==> config.mk <==
export PLATFORM = sky130hd
export DESIGN_NAME = sra_serial_slave
export DESIGN_NICKNAME = d
export VERILOG_FILES = /design/src/rtl/sra_pkg.sv /design/src/rtl/sra_edge_det.sv /design/src/rtl/sra_regbank.sv /design/src/rtl/sra_ctrl.sv /design/src/rtl/sra_serial_slave.sv
export SDC_FILE = /design/constraint.sdc
export NUM_CORES = 1
export LEC_CHECK = 0
export ABC_AREA = 1
export BUFFER_PORTS_ARGS = -buffer_cell sky130_fd_sc_hd__buf_2
export CAP_MARGIN = 20
export CORE_MARGIN = 2
export CORE_UTILIZATION = 33
export DETAILED_ROUTE_END_ITERATION = 6
export HOLD_SLACK_MARGIN = 0.02
export PLACE_DENSITY_LB_ADDON = 0.2
export SYNTH_ARGS = -nofsm -noshare
export SYNTH_HDL_FRONTEND = slang
export SYNTH_HIERARCHICAL = 1
export SYNTH_SLANG_ARGS = --single-unit
==> constraint.sdc <==
create_clock -name clk -period 2.6 [get_ports clk]
set_clock_uncertainty 0.2 [all_clocks]
set_input_delay 0.52 -clock clk [delete_from_list [all_inputs] [get_ports clk]]
set_output_delay 0.52 -clock clk [all_outputs]
set_load 0.05 [all_outputs]
==> src/rtl/sra_pkg.sv <==
package sra_pkg;
  typedef enum logic {
    PH_INSTR = 1'b0,
    PH_DATA  = 1'b1
  } phase_t;
endpackage

==> src/rtl/sra_edge_det.sv <==
module sra_edge_det (
  input  logic clk,
  input  logic rst_n,
  input  logic cs_n,
  input  logic sclk,
  input  logic cfg_rise_active,
  output logic act_ev,
  output logic inact_ev
);
  logic sclk_q;
  logic rise;
  logic fall;

  always_ff @(posedge clk or negedge rst_n) begin
    if (!rst_n) sclk_q <= 1'b0;
    else        sclk_q <= sclk;
  end

  always_comb begin
    rise     = sclk & ~sclk_q;
    fall     = ~sclk & sclk_q;
    act_ev   = ~cs_n & (cfg_rise_active ? rise : fall);
    inact_ev = ~cs_n & (cfg_rise_active ? fall : rise);
  end
endmodule

==> src/rtl/sra_regbank.sv <==
module sra_regbank #(
  parameter int ADDR_W = 5,
  parameter int DATA_W = 8
) (
  input  logic              clk,
  input  logic              rst_n,
  input  logic              wr_en,
  input  logic [ADDR_W-1:0] wr_addr,
  input  logic [DATA_W-1:0] wr_data,
  input  logic [ADDR_W-1:0] rd_addr,
  output logic [DATA_W-1:0] rd_data
);
  localparam int DEPTH = 1 << ADDR_W;

  logic [DATA_W-1:0] mem [DEPTH];

  for (genvar g = 0; g < DEPTH; g++) begin : g_reg
    logic sel;
    assign sel = wr_en && (wr_addr == ADDR_W'(g));
    always_ff @(posedge clk or negedge rst_n) begin
      if (!rst_n)   mem[g] <= '0;
      else if (sel) mem[g] <= wr_data;
    end
  end

  assign rd_data = mem[rd_addr];
endmodule

==> src/rtl/sra_ctrl.sv <==
module sra_ctrl
  import sra_pkg::*;
#(
  parameter int ADDR_W = 5,
  parameter int DATA_W = 8
) (
  input  logic              clk,
  input  logic              rst_n,
  input  logic              cs_n,
  input  logic              act_ev,
  input  logic              inact_ev,
  input  logic              din,
  input  logic              cfg_two_wire,
  input  logic [DATA_W-1:0] rd_data,
  output logic              wr_en,
  output logic [ADDR_W-1:0] wr_addr,
  output logic [DATA_W-1:0] wr_data,
  output logic [ADDR_W-1:0] rd_addr,
  output logic              dout,
  output logic              dout_oe,
  output logic              din_oe
);
  localparam int CNT_W  = $clog2(DATA_W);
  localparam int WORD_B = ADDR_W;
  localparam int RD_B   = ADDR_W + 1;

  phase_t            phase_q,  phase_n;
  logic [CNT_W-1:0]  cnt_q,    cnt_n;
  logic [DATA_W-1:0] shreg_q,  shreg_n;
  logic [ADDR_W-1:0] addr_q,   addr_n;
  logic              word_q,   word_n;
  logic              rd_q,     rd_n;
  logic              second_q, second_n;
  logic              dout_q,   dout_n;
  logic              doe_q;
  logic              dinoe_q,  dinoe_n;
  logic              rel_q,    rel_n;

  logic [DATA_W-1:0] shifted;
  logic              last_bit;

  always_comb begin
    shifted  = {din, shreg_q[DATA_W-1:1]};
    last_bit = (cnt_q == CNT_W'(DATA_W - 1));

    phase_n  = phase_q;
    cnt_n    = cnt_q;
    shreg_n  = shreg_q;
    addr_n   = addr_q;
    word_n   = word_q;
    rd_n     = rd_q;
    second_n = second_q;
    dout_n   = dout_q;
    dinoe_n  = dinoe_q;
    rel_n    = rel_q;
    wr_en    = 1'b0;

    if (cs_n) begin
      phase_n  = PH_INSTR;
      cnt_n    = '0;
      second_n = 1'b0;
      dinoe_n  = 1'b0;
      rel_n    = 1'b0;
    end else if (act_ev) begin
      cnt_n = cnt_q + 1'b1;
      if (phase_q == PH_INSTR) begin
        shreg_n = shifted;
        if (last_bit) begin
          addr_n   = shifted[ADDR_W-1:0];
          word_n   = shifted[WORD_B];
          rd_n     = shifted[RD_B];
          phase_n  = PH_DATA;
          second_n = 1'b0;
          cnt_n    = '0;
        end
      end else begin
        if (rd_q) begin
          if (cnt_q == '0) shreg_n = rd_data;
        end else begin
          shreg_n = shifted;
          wr_en   = last_bit;
        end
        if (last_bit) begin
          cnt_n = '0;
          if (word_q && !second_q) begin
            second_n = 1'b1;
            addr_n   = {addr_q[ADDR_W-1:1], ~addr_q[0]};
          end else begin
            phase_n = PH_INSTR;
            rel_n   = rd_q;
          end
        end
      end
    end else if (inact_ev) begin
      if (phase_q == PH_DATA && rd_q) begin
        dout_n  = (cnt_q == '0) ? rd_data[0] : shreg_q[cnt_q];
        dinoe_n = cfg_two_wire;
      end
      if (rel_q) begin
        dinoe_n = 1'b0;
        rel_n   = 1'b0;
      end
    end
  end

  always_ff @(posedge clk or negedge rst_n) begin
    if (!rst_n) begin
      phase_q  <= PH_INSTR;
      cnt_q    <= '0;
      shreg_q  <= '0;
      addr_q   <= '0;
      word_q   <= 1'b0;
      rd_q     <= 1'b0;
      second_q <= 1'b0;
      dout_q   <= 1'b0;
      doe_q    <= 1'b0;
      dinoe_q  <= 1'b0;
      rel_q    <= 1'b0;
    end else begin
      phase_q  <= phase_n;
      cnt_q    <= cnt_n;
      shreg_q  <= shreg_n;
      addr_q   <= addr_n;
      word_q   <= word_n;
      rd_q     <= rd_n;
      second_q <= second_n;
      dout_q   <= dout_n;
      doe_q    <= ~cs_n;
      dinoe_q  <= dinoe_n;
      rel_q    <= rel_n;
    end
  end

  assign wr_addr = addr_q;
  assign wr_data = shifted;
  assign rd_addr = addr_q;
  assign dout    = dout_q;
  assign dout_oe = doe_q;
  assign din_oe  = dinoe_q;
endmodule

==> src/rtl/sra_serial_slave.sv <==
module sra_serial_slave #(
  parameter int ADDR_W = 5,
  parameter int DATA_W = 8
) (
  input  logic clk,
  input  logic rst_n,
  input  logic cfg_rise_active,
  input  logic cfg_two_wire,
  input  logic cs_n,
  input  logic sclk,
  input  logic din_i,
  output logic din_o,
  output logic din_oe,
  output logic dout,
  output logic dout_oe
);
  logic              act_ev;
  logic              inact_ev;
  logic              wr_en;
  logic [ADDR_W-1:0] wr_addr;
  logic [DATA_W-1:0] wr_data;
  logic [ADDR_W-1:0] rd_addr;
  logic [DATA_W-1:0] rd_data;

  sra_edge_det i_edge (
    .clk             (clk),
    .rst_n           (rst_n),
    .cs_n            (cs_n),
    .sclk            (sclk),
    .cfg_rise_active (cfg_rise_active),
    .act_ev          (act_ev),
    .inact_ev        (inact_ev)
  );

  sra_regbank #(.ADDR_W(ADDR_W), .DATA_W(DATA_W)) i_bank (
    .clk     (clk),
    .rst_n   (rst_n),
    .wr_en   (wr_en),
    .wr_addr (wr_addr),
    .wr_data (wr_data),
    .rd_addr (rd_addr),
    .rd_data (rd_data)
  );

  sra_ctrl #(.ADDR_W(ADDR_W), .DATA_W(DATA_W)) i_ctrl (
    .clk          (clk),
    .rst_n        (rst_n),
    .cs_n         (cs_n),
    .act_ev       (act_ev),
    .inact_ev     (inact_ev),
    .din          (din_i),
    .cfg_two_wire (cfg_two_wire),
    .rd_data      (rd_data),
    .wr_en        (wr_en),
    .wr_addr      (wr_addr),
    .wr_data      (wr_data),
    .rd_addr      (rd_addr),
    .dout         (dout),
    .dout_oe      (dout_oe),
    .din_oe       (din_oe)
  );

  assign din_o = dout;
endmodule

=== Word-level counts from Yosys, hierarchy flattened ===
Index checks and enable logic that the tools add are counted.

* Bits in registers: 281
* Latch bits: 0
* RAM bits: 0
* ROM bits: 0
* Input bits: 7
* Output and inout port bits: 4
* Word-level logic and storage cells: 192
* Memories: 0

* Add/sub/neg operators: 1
* Multiply operators: 0
* Divide/modulo/power cells: 0
* Order comparisons: 2
* Equal/unequal tests: 39
* Shift-type cells: 0
* Mux-type cells: 45
* Bitwise logic cells: 11
* Reductions and logical operators: 49

{| class="wikitable"
|+ Operator list
! cell !! count
|-
| $eq 5x5->1 const B || 16
|-
| $bmux 8 s5 || 1
|-
| $eq 5x4->1 const B || 8
|-
| $mux 8 || 5
|-
| $logic_and 1x1->1 || 34
|-
| $mux 1 || 32
|-
| $eq 5x3->1 const B || 4
|-
| $reduce_and 4->1 || 4
|-
| $mux 5 || 3
|-
| $eq 5x2->1 const B || 2
|-
| $mux 3 || 3
|-
| $ne 3x3->1 const B || 3
|-
| $reduce_and 3->1 || 3
|-
| $ge 6x6->1 const B || 1
|-
| $ne 3x2->1 const B || 2
|-
| $not 1->1 || 6
|-
| $not 5->6 || 1
|-
| $reduce_bool 2->1 || 3
|-
| $reduce_bool 3->1 || 2
|-
| $eq 5x1->1 const B || 1
|-
| $logic_not 5->1 || 1
|-
| $and 1x1->1 || 4
|-
| $lt 3x4->1 const B || 1
|-
| $ne 2x2->1 const B || 2
|-
| other kinds (5) || 5
|}

=== Logic depth before layout (Yosys ltp) ===
Gate-level depths: netlist (run 1).

* Depth in word-level cells: 7
* Depth in mapped cells: 17
* Mapped depth without buffers: 15

=== By module ===
The synthesis (run 1) kept the hierarchy.

{| class="wikitable"
|+ Modules (own cells, without submodules)
! module !! times used !! cells each !! area each (µm²) !! sequential area each (µm²)
|-
| sra_regbank || 1 || 1506 || 12074.1 || 6406.1
|-
| sra_ctrl || 1 || 167 || 1357.6 || 600.6
|-
| sra_edge_det || 1 || 15 || 80.1 || 25.0
|-
| sra_serial_slave || 1 || 1 || 7.5 || 0.0
|}

=== Worst setup path before layout (run 1) ===
Ideal clock, no wire load.

* Path kind: input to register
* From: in sclk
* To: reg i_bank/mem[173] (netlist name)
* Arrival time: 2.051 ns
* Required time: 2.267 ns
* Setup slack: 0.216 ns
* Cell stages on the path: 14
* Path through: inv_1 -> nand2_1 -> nand2_1 -> nand2_1 -> nor2_1 -> nand2_2 -> nor3_1 -> inv_1 -> nor2_4 -> buf_4 -> nand2_1 -> buf_6 -> nand2_1 -> o21ai_0

* Word-level cells in the longest chain between the ends: 7
* Elaborated cells on any way between the ends: 8
* Those cells by class: 3 x mux; 4 x bitwise; 1 x reduce/logical

{| class="wikitable"
|+ RTL lines
! element !! line !! source
|-
| start: declaration || sra_serial_slave.sv:10 || <nowiki>input logic sclk,</nowiki>
|-
| $not 1->1 || sra_edge_det.sv:21 || <nowiki>fall = ~sclk & sclk_q;</nowiki>
|-
| $and 1x1->1 || sra_edge_det.sv:21 ||
|-
| $mux 1 * || sra_edge_det.sv:22 || <nowiki>act_ev = ~cs_n & (cfg_rise_active ? rise : fall);</nowiki>
|-
| $and 1x1->1 * || sra_edge_det.sv:22 ||
|-
| net act_ev || sra_serial_slave.sv:17 || <nowiki>logic act_ev;</nowiki>
|-
| $mux 1 * || sra_ctrl.sv:64 || <nowiki>end else if (act_ev) begin</nowiki>
|-
| $mux 1 * || sra_ctrl.sv:58 || <nowiki>if (cs_n) begin</nowiki>
|-
| net wr_en || sra_serial_slave.sv:19 || <nowiki>logic wr_en;</nowiki>
|-
| $logic_and 1x1->1 * || sra_regbank.sv:19 || <nowiki>assign sel = wr_en && (wr_addr == ADDR_W'(g));</nowiki>
|-
| end signal: indexed assignment || sra_regbank.sv:22 || <nowiki>else if (sel) mem[g] <= wr_data;</nowiki>
|-
| end: declaration || sra_regbank.sv:15 || <nowiki>logic [DATA_W-1:0] mem [DEPTH];</nowiki>
|}

The timed path passes the listed nets; every way through them passes the cells marked *.
A chain may end at the register's enable or synchronous reset.

=== Final worst setup path (run 1) ===
* From: in cs_n
* To: reg i_bank/mem[122] (netlist name)

* Word-level cells in the longest chain between the ends: 5

{| class="wikitable"
|+ RTL lines
! element !! line !! source
|-
| start: declaration || sra_serial_slave.sv:9 || <nowiki>input logic cs_n,</nowiki>
|-
| $not 1->1 (no line) || - ||
|-
| $and 1x1->1 || sra_edge_det.sv:22 ||
|-
| net act_ev || sra_serial_slave.sv:17 ||
|-
| $mux 1 || sra_ctrl.sv:64 ||
|-
| $mux 1 || sra_ctrl.sv:58 ||
|-
| net wr_en || sra_serial_slave.sv:19 ||
|-
| $logic_and 1x1->1 || sra_regbank.sv:19 ||
|}

The timed path passes the listed nets, and every way through them passes these cells.

==> qor.yml, run 1 <==
outcome: "finished clean"
rsz0062_at_grt: "false"
tns_ns: 0
yosys-top-cells-area: "dfrtp_1 (52%), nand2_1 (19%), o21ai_0 (9.0%)"
grt_pass1_vias: 10700
final_hold_viol_count: 0
report.final.slew_viol_count: 0
synth_xor_area_frac: 0
cellPowerDensity_nw_per_um2: 653
holdCritPathClass: "in2reg"
io_pins: 11
synth_edf_count: 0
worstHoldStart: "cfg_two_wire"
area_growth_pct: 16.3
grt_max_degree: 70
synth_top_family_by_area: "simple AND/OR/NAND/NOR gates"
async_reset_ff_frac: 1.00
yosysTopAreaCell: "dfrtp_1"
ys_types: 32
cap_viol_max_count: 0
initial_core_util: 0.333
synth-seq-cells: 281
yosysTopAreaCellShare: 0.520
synth_area_per_cell_um2: 8.00
rows: 74
worstHoldPathCells: 3
path_max_fanout: 8
synth_fa_ha_area_frac: 0.00370
clock-sinks: 281
required_ns: 2.80
regToRegSetupSlack_ns: 0.19
cts_htree_levels: 2
critPathCaptureType: "flop"
gp_congestion: 0.870
p_leak_nw: 7.23
first_iter_violations: 885
multi_input_area_um2: 5510
ys.flop_type: "dfrtp_1"
stdcell_count: 2241
r2r_end: "i_ctrl/shreg_q[1]"
grt_pass1_wl_um: 62400
clock_latency_ns: 0.53
syn-num-nets: 1700
vias: 11000
cts_tree: "done"
grt.overflow.total: 0
drt-total-wl_um: 38600
pre_cts_ws_ns: 0.0635
dieArea_um2: 42600
reg2reg_depth: 13
fin_util: 0.387
numCtsBuffers: 35
muxShareOfSynthArea: 0
grt_usage: 0.189
hold_end: "i_ctrl/din_oe"
synthCells: 1689
synthSimpleGateAreaFrac: 0.285
relSlewSlack: 0.657
wl_per_cell_um: 17.2
clk_pin_slew_ns: 0.06
drive_gt1_frac: 0.110
synth_compound_area_frac: 0.116
cp-start-kind: "input pin"
ant_nets: 0
drc: 0
ys_seq_area_frac: 0.520
regArea_um2: 7040
viasPerCell: 4.89
worst_slew_pin_slew_ns: 0.514
nNetsFinal: 1695
die_x_um: 206
firstDrtPassIters: 5
portBuffers: 10
antenna_found_initial: 0
setup_viol: 0
clock_path_buffers: 3
dp_hpwl_um: 24500
timing.final.crit_share: 0.932
antenna_cells: 0
core_area_um2: 40600
period_minus_slack_ns: 2.42
regToRegStartpoint: "i_ctrl/rd_addr[0]"
vdd_drop_max_mv: 0.353
clock-root-buffer: "clkbuf_16"
dp.cells: 2175
setup_slack_ns: 0.176
yosysWarnings: 6
synthesis.area_um2: 13500
crit_type: "in2reg"
fillerInstances: 4188
cp.arrival_ns: 2.62
die_h_um: 206
timing.fmax_mhz: 413
-- cells in the final DEF, fill, tap and decap left out, types with 5 or more instances in the layout --
cell,count
clkbuf_8,8
o21ai_2,18
inv_2,6
nor2_1,27
clkbuf_16,39
inv_1,38
nand3_1,205
buf_12,36
dfrtp_1,279
clkbuf_1,8
o21ai_0,244
nand2_2,9
o21ai_1,12
buf_2,7
buf_4,36
nand2_4,5
nand2_1,688
-- cells by family after synthesis --
group           count (synthesis)
fa+ha+maj                       4
buf+inv                       173
flops                         281
simple gates                  941
compound gates                290
-- cell usage after synthesis, types with 2 or more instances --
library cell and number:
nor2_1 28, buf_1 3, o211ai_1 3, inv_1 40, or2_4 2, buf_4 17, clkbuf_1 33, nand2_2 13
inv_2 5, dlygate4sd1_1 8, nand2_1 688, buf_6 21, clkdlybuf4s50_2 8, nand3_1 206, dfrtp_1 281, buf_2 37
o21ai_1 12, a21oi_1 4, o211ai_2 2, o21ai_0 244, a31oi_1 3, o21ai_2 18, ha_1 4
-- worst max-delay path, stage by stage --
cell,delay (ns)
dlygate4sd3_1,0.61
inv_1,0.10
nand2_1,0.06
nor2_2,0.13
nand2_2,0.08
nor3_2,0.16
buf_4,0.15
nand2_1,0.06
inv_2,0.13
clkbuf_16,0.18
nand3_4,0.11
buf_12,0.17
nand2_1,0.05
o21ai_0,0.09
-- how the worst max path moves through the flow --
stage,startpoint,endpoint,slack (ns),cells after the start
3_5_place_dp,sclk,i_bank/mem[122],0.06,16
6_report,cs_n,i_bank/mem[122],0.18,14
3_3_place_gp,sclk,i_bank/mem[142],0.11,15
5_1_grt,i_ctrl/cnt_q[0],i_bank/mem[121],0.01,12
4_1_cts,sclk,i_bank/mem[122],0.06,17
2_1_floorplan,sclk,i_bank/mem[173],0.22,14
-- stage by stage --
step	total power [W]	hold WS [ns]	area, um2
CTS	0.0104	0.0229	15600
global placement	0.00523	0.266	14400
floorplan	0.00489	0.0244	13500
global route	0.0107	0.0754	15700
finish	0.0103	0.0498	15700
detailed placement	0.00522	0.269	14400
-- power breakdown --
part	switching [W]	internal (W)	leakage (nW)
Combinational	0.000548	0.000143	2.74
Clock	0.00192	0.00322	0.595
Sequential	0.0000278	0.00441	3.89
-- flip-flops by register name, indices dropped and copies added (netlist names), 3 cells and up --
| name | flops |
|---|---|
| i_ctrl/shreg_q | 8 |
| i_bank/mem | 256 |
| i_ctrl/cnt_q | 3 |
| i_ctrl/rd_addr | 5 |
-- per-layer routing --
| metal | up-vias | global-route usage | routed length (um) |
|---|---|---|---|
| met3 | 39 | 0.0322 | 1730 |
| met5 | - | 0 | 0 |
| met2 | 222 | 0.294 | 17700 |
| met1 | 5232 | 0.273 | 18600 |
| li1 | 5466 | - | - |
| met4 | 0 | 0.0431 | 629 |
-- cell type report --
type                    count  area share
inverters                  46      0.0115
repair buffers             85      0.0714
clock buffers              53      0.0678
flip-flops and latches    281       0.447
well taps                 532      0.0423
multi-input cells        1235       0.350
clock inverters             9     0.00939
-- timing repair --
item / CTS / global route
endpoints found under the setup margin: 0 / 257
buffers inserted: 0 / 1
hold buffers: 3 / 0
endpoints found under the hold margin: 47 / 0
gates resized for setup: 0 / 11
Power figures use the tool's default switching activity.
==> inputs of run 2 (changes only) <==
- CTS_CLUSTER_DIAMETER: default -> 50
- SLEW_MARGIN: default -> 30
- clock period: 2.6 -> 2.5 ns (I/O delays scaled with it)
==> qor.yml, run 2 (synthesis gave the netlist of run 1 again) <==
cts_htree_levels: 2
regMostFlops: "i_bank/mem"
whs_ns: 0.132
layout_commonest_cell: "nand2_1"
area_growth_pct: 17.8
cts_tree: "done"
clkPwrFrac: 0.515
holdCritPathClass: "in2reg"
gp_congestion: 0.862
die_x_um: 206
grt_usage: 0.188
grt_pass1_wl_um: 62100
drt-total-wl_um: 38600
required_ns: 2.70
seq_power_share: 0.420
die_h_um: 206
core_area_um2: 40600
timing.final.crit_share: 0.944
vdd_drop_max_mv: 0.501
cp-start-kind: "flop"
cellPowerDensity_nw_per_um2: 690
comb_power_share: 0.065
report.final.slew_viol_count: 0
largest_reg_flops: 256
firstDrtPassIters: 6
critPathCaptureType: "flop"
fin_util: 0.392
ant_nets: 0
power.switching_w: 0.00275
antenna_cells: 0
grt.overflow.total: 0
clock-root-buffer: "clkbuf_16"
final_hold_viol_count: 0
timing.fmax_mhz: 424
p_leak_nw: 7.35
antenna_found_initial: 0
final_cell_mix: "nand2_1 (686), dfrtp_1 (279), o21ai_0 (242)"
pre_cts_ws_ns: 0.0316
grt_max_degree: 70
drc: 0
outcome: "finished clean"
clk_pin_slew_ns: 0.05
p_int_w: 0.00823
p_sw_frac: 0.251
clock_path_buffers: 3
relSlewSlack: 0.659
worst_slew_pin_slew_ns: 0.512
dieArea_um2: 42600
power_w: 0.0110
cap_viol_max_count: 0
grt_pass1_vias: 10800
setup_viol: 0
first_iter_violations: 899
nNetsFinal: 1698
numCtsBuffers: 39
initial_core_util: 0.333
io_pins: 11
cp.arrival_ns: 2.56
setup_slack_ns: 0.140
rows: 74
fillerInstances: 4186
drive_gt1_frac: 0.117
wl_per_cell_um: 17.2
vias: 11000
dp_hpwl_um: 24200
clock_latency_ns: 0.54
viasPerCell: 4.91
portBuffers: 10
path_max_fanout: 34
crit_type: "reg2reg"
clock-sinks: 281
period_minus_slack_ns: 2.36
==> run 2: cell count changes in the layout (fill, tap and decap cells not counted), moves of 3 or more <==
cell       delta
clkbuf_16     +5
clkinv_2      +3
buf_4         -6
inv_6         +3
clkinv_4      +3
clkbuf_1      -4
==> run 2: final cells by class <==
| type | count | area [um2] | share of cell area |
|---|---|---|---|
| sequential | 281 | 7040 | 0.442 |
| tap | 532 | 666 | 0.0418 |
| multi-input combinational | 1235 | 5550 | 0.349 |
| timing repair buffer | 84 | 1170 | 0.0732 |
| clock inverter | 19 | 205 | 0.0129 |
| clock buffer | 51 | 1120 | 0.0705 |
| inverter | 46 | 178 | 0.0112 |
==> run 2: final timing paths <==
check,start,endpoint,slack (ns),cells past startpoint
setup / recovery,i_ctrl/rd_addr[0],i_bank/mem[119],0.14,8
hold / removal,sclk,i_edge/sclk_q,0.13,2
setup reg to reg,i_ctrl/rd_addr[0],i_bank/mem[119],0.14,8
hold reg to reg,i_bank/mem[87],i_bank/mem[87],0.28,2
max in group asynchronous,rst_n,i_ctrl/rd_addr[0],1.13,3
min in group asynchronous,rst_n,i_bank/mem[62],0.26,2
==> run 2: critical path, stage by stage, from the launching register on <==
cell	delay, ns
dfrtp_4	0.46
buf_12	0.19
buf_12	0.22
inv_1	0.07
or2_4	0.25
nor2_1	0.34
nand2_2	0.27
nand2_1	0.12
o21ai_0	0.08
==> run 2: what timing repair did <==
item,in CTS,in global routing
setup buffers,0,1
endpoints found under the setup margin,0,257
hold endpoints to repair,43,0
hold buffers,5,0
gates resized for setup,0,22
==> run 2: power groups by stage <==
stage          clock [W]  combinational [W]  sequential [W]
2_1_floorplan          0           0.000399         0.00469
4_1_cts          0.00581           0.000736         0.00461
5_1_grt          0.00601           0.000795         0.00462
6_report         0.00565           0.000717         0.00462
3_5_place_dp           0           0.000728         0.00470
3_3_place_gp           0           0.000729         0.00470
==> run 2: per-layer routing <==
metal / GRT usage / wire length (um)
met1: 0.268 / 18700
met2: 0.290 / 17300
met3: 0.0290 / 1560
met4: 0.0645 / 1030
met5: 0 / 0
==> run 2: per-stage QoR <==
| step | instance area (um2) | setup TNS (ns) | cells |
|---|---|---|---|
| after floorplan | 13500 | 0 | 1689 |
| after detailed placement | 14400 | 0 | 2171 |
| after global routing | 15900 | -0.0247 | 2248 |
| after global placement | 14400 | 0 | 2171 |
| after CTS | 15800 | 0 | 2246 |
| final | 15900 | 0 | 2248 |
==> inputs of run 3 (changes only) <==
- PLACE_DENSITY_LB_ADDON: 0.2 -> default
==> qor.yml, run 3 (synthesis gave the netlist of run 1 again) <==
outcome: "finished clean"
numCtsBuffers: 35
relSlewSlack: 0.624
grt_usage: 0.175
cp.arrival_ns: 2.48
grt.overflow.total: 0
clock-sinks: 281
core_area_um2: 40600
period_minus_slack_ns: 2.33
die_h_um: 206
clock_path_buffers: 3
gp_congestion: 0.843
regToRegStartpoint: "i_ctrl/cnt_q[1]"
setup_slack_ns: 0.174
regToRegSetupSlack_ns: 0.17
vdd_drop_max_mv: 0.375
drc: 0
final_hold_viol_count: 0
nNetsFinal: 1688
reg2reg_depth: 12
clock-root-buffer: "clkbuf_16"
vias: 11200
dp_hpwl_um: 22700
setup_viol: 0
worstPathCellList: "ha_1 -> ha_2 -> nand2_1 -> nor3_2 -> buf_4 -> nand2_1 -> inv_2 -> clkbuf_16 -> nand2_1 -> buf_12 -> nand2_1 -> o21ai_0"
layout_commonest_cell: "nand2_1"
p_leak_nw: 7.16
holdCritPathClass: "in2reg"
report.final.slew_viol_count: 0
critPathCaptureType: "flop"
antenna_found_initial: 0
whs_ns: 0.0340
r2r_end: "i_bank/mem[101]"
ant_nets: 0
die_x_um: 206
crit_end: "i_bank/mem[101]"
viasPerCell: 5.00
crit_slowest_cell: "dfrtp_1"
fin_util: 0.384
pre_cts_ws_ns: -0.0546
dp.cells: 2166
wl_per_cell_um: 16.3
grt_pass1_vias: 10800
first_iter_violations: 998
cp-start-kind: "flop"
clk_pin_slew_ns: 0.06
io_pins: 11
dieArea_um2: 42600
path_max_fanout: 16
timing.fmax_mhz: 430
largest_reg_flops: 256
stdcell_count: 2234
firstDrtPassIters: 5
area_growth_pct: 15.3
clock_latency_ns: 0.51
worst_slew_pin_slew_ns: 0.564
cts_htree_levels: 2
cts_tree: "done"
antenna_cells: 0
drive_gt1_frac: 0.106
rows: 74
cpPeakStageDelay_ns: 0.40
crit_type: "reg2reg"
initial_core_util: 0.333
grt_pass1_wl_um: 59200
final_cell_mix: "nand2_1 (687), dfrtp_1 (279), o21ai_0 (243)"
drt-total-wl_um: 36300
grt_max_degree: 71
timing.final.crit_share: 0.930
crit_top_cell: "nand2_1"
required_ns: 2.65
rsz0062_at_grt: "false"
cap_viol_max_count: 0
regMostFlops: "i_bank/mem"
power_w: 0.0104
portBuffers: 10
cp-startpoint: "i_ctrl/cnt_q[1]"
cellPowerDensity_nw_per_um2: 665
-- run 3: how the worst min path moves through the flow --
stage,startpoint,endpoint,slack (ns),depth (start not counted)
2_1_floorplan,rst_n,i_bank/mem[0],0.004,0
3_3_place_gp,rst_n,i_bank/mem[49],0.24,1
3_5_place_dp,rst_n,i_bank/mem[49],0.24,1
4_1_cts,cfg_two_wire,i_ctrl/din_oe,0.02,3
5_1_grt,cfg_two_wire,i_ctrl/din_oe,0.03,3
6_report,cfg_two_wire,i_ctrl/din_oe,0.03,3
-- run 3: per-stage QoR --
| step | cell area (um2) | TNS [ns] |
|---|---|---|
| final | 15600 | 0 |
| after global routing | 15600 | 0 |
| after CTS | 15500 | 0 |
| after detailed placement | 14300 | -0.325 |
| after global placement | 14300 | -0.000320 |
| after floorplan | 13500 | 0 |
-- run 3: worst max-delay path: cells and delay by family, from the launching register on --
kind	cells	cell delay, ns
flops	1	0.40
buf+inv	4	0.63
fa+ha+maj	2	0.43
compound gates	1	0.08
simple gates	5	0.43
-- run 3: layout make-up --
type | instances | area [um2]
Timing Repair Buffer | 78 | 1060
Tap cell | 532 | 666
Sequential cell | 281 | 7040
Fill cell | 4111 | 25100
Multi-Input combinational cell | 1235 | 5510
Clock buffer | 48 | 955
Clock inverter | 14 | 189
Inverter | 46 | 178
-- run 3: timing repair --
| item | in CTS | in global routing |
|---|---|---|
| endpoints found under the setup margin | 0 | 259 |
| gates resized for setup | 0 | 13 |
| buffers inserted | 0 | 1 |
| endpoints found under the hold margin | 43 | 0 |
| hold buffers | 3 | 0 |
-- run 3: metal layers --
metal	track usage	vias up	share of wire
met5	0	-	0
met4	0.0505	0	0.022
met3	0.0271	58	0.050
met2	0.275	290	0.46
met1	0.248	5364	0.47
li1	-	5450	-
-- run 3: report_power, final --
part	switching [W]	internal, W	leakage [nW]	total, W
clock	0.00194	0.00310	0.563	0.00504
sequential	0.0000280	0.00459	3.89	0.00461
combinational	0.000571	0.000140	2.70	0.000710
total	0.00254	0.00783	7.16	0.0104
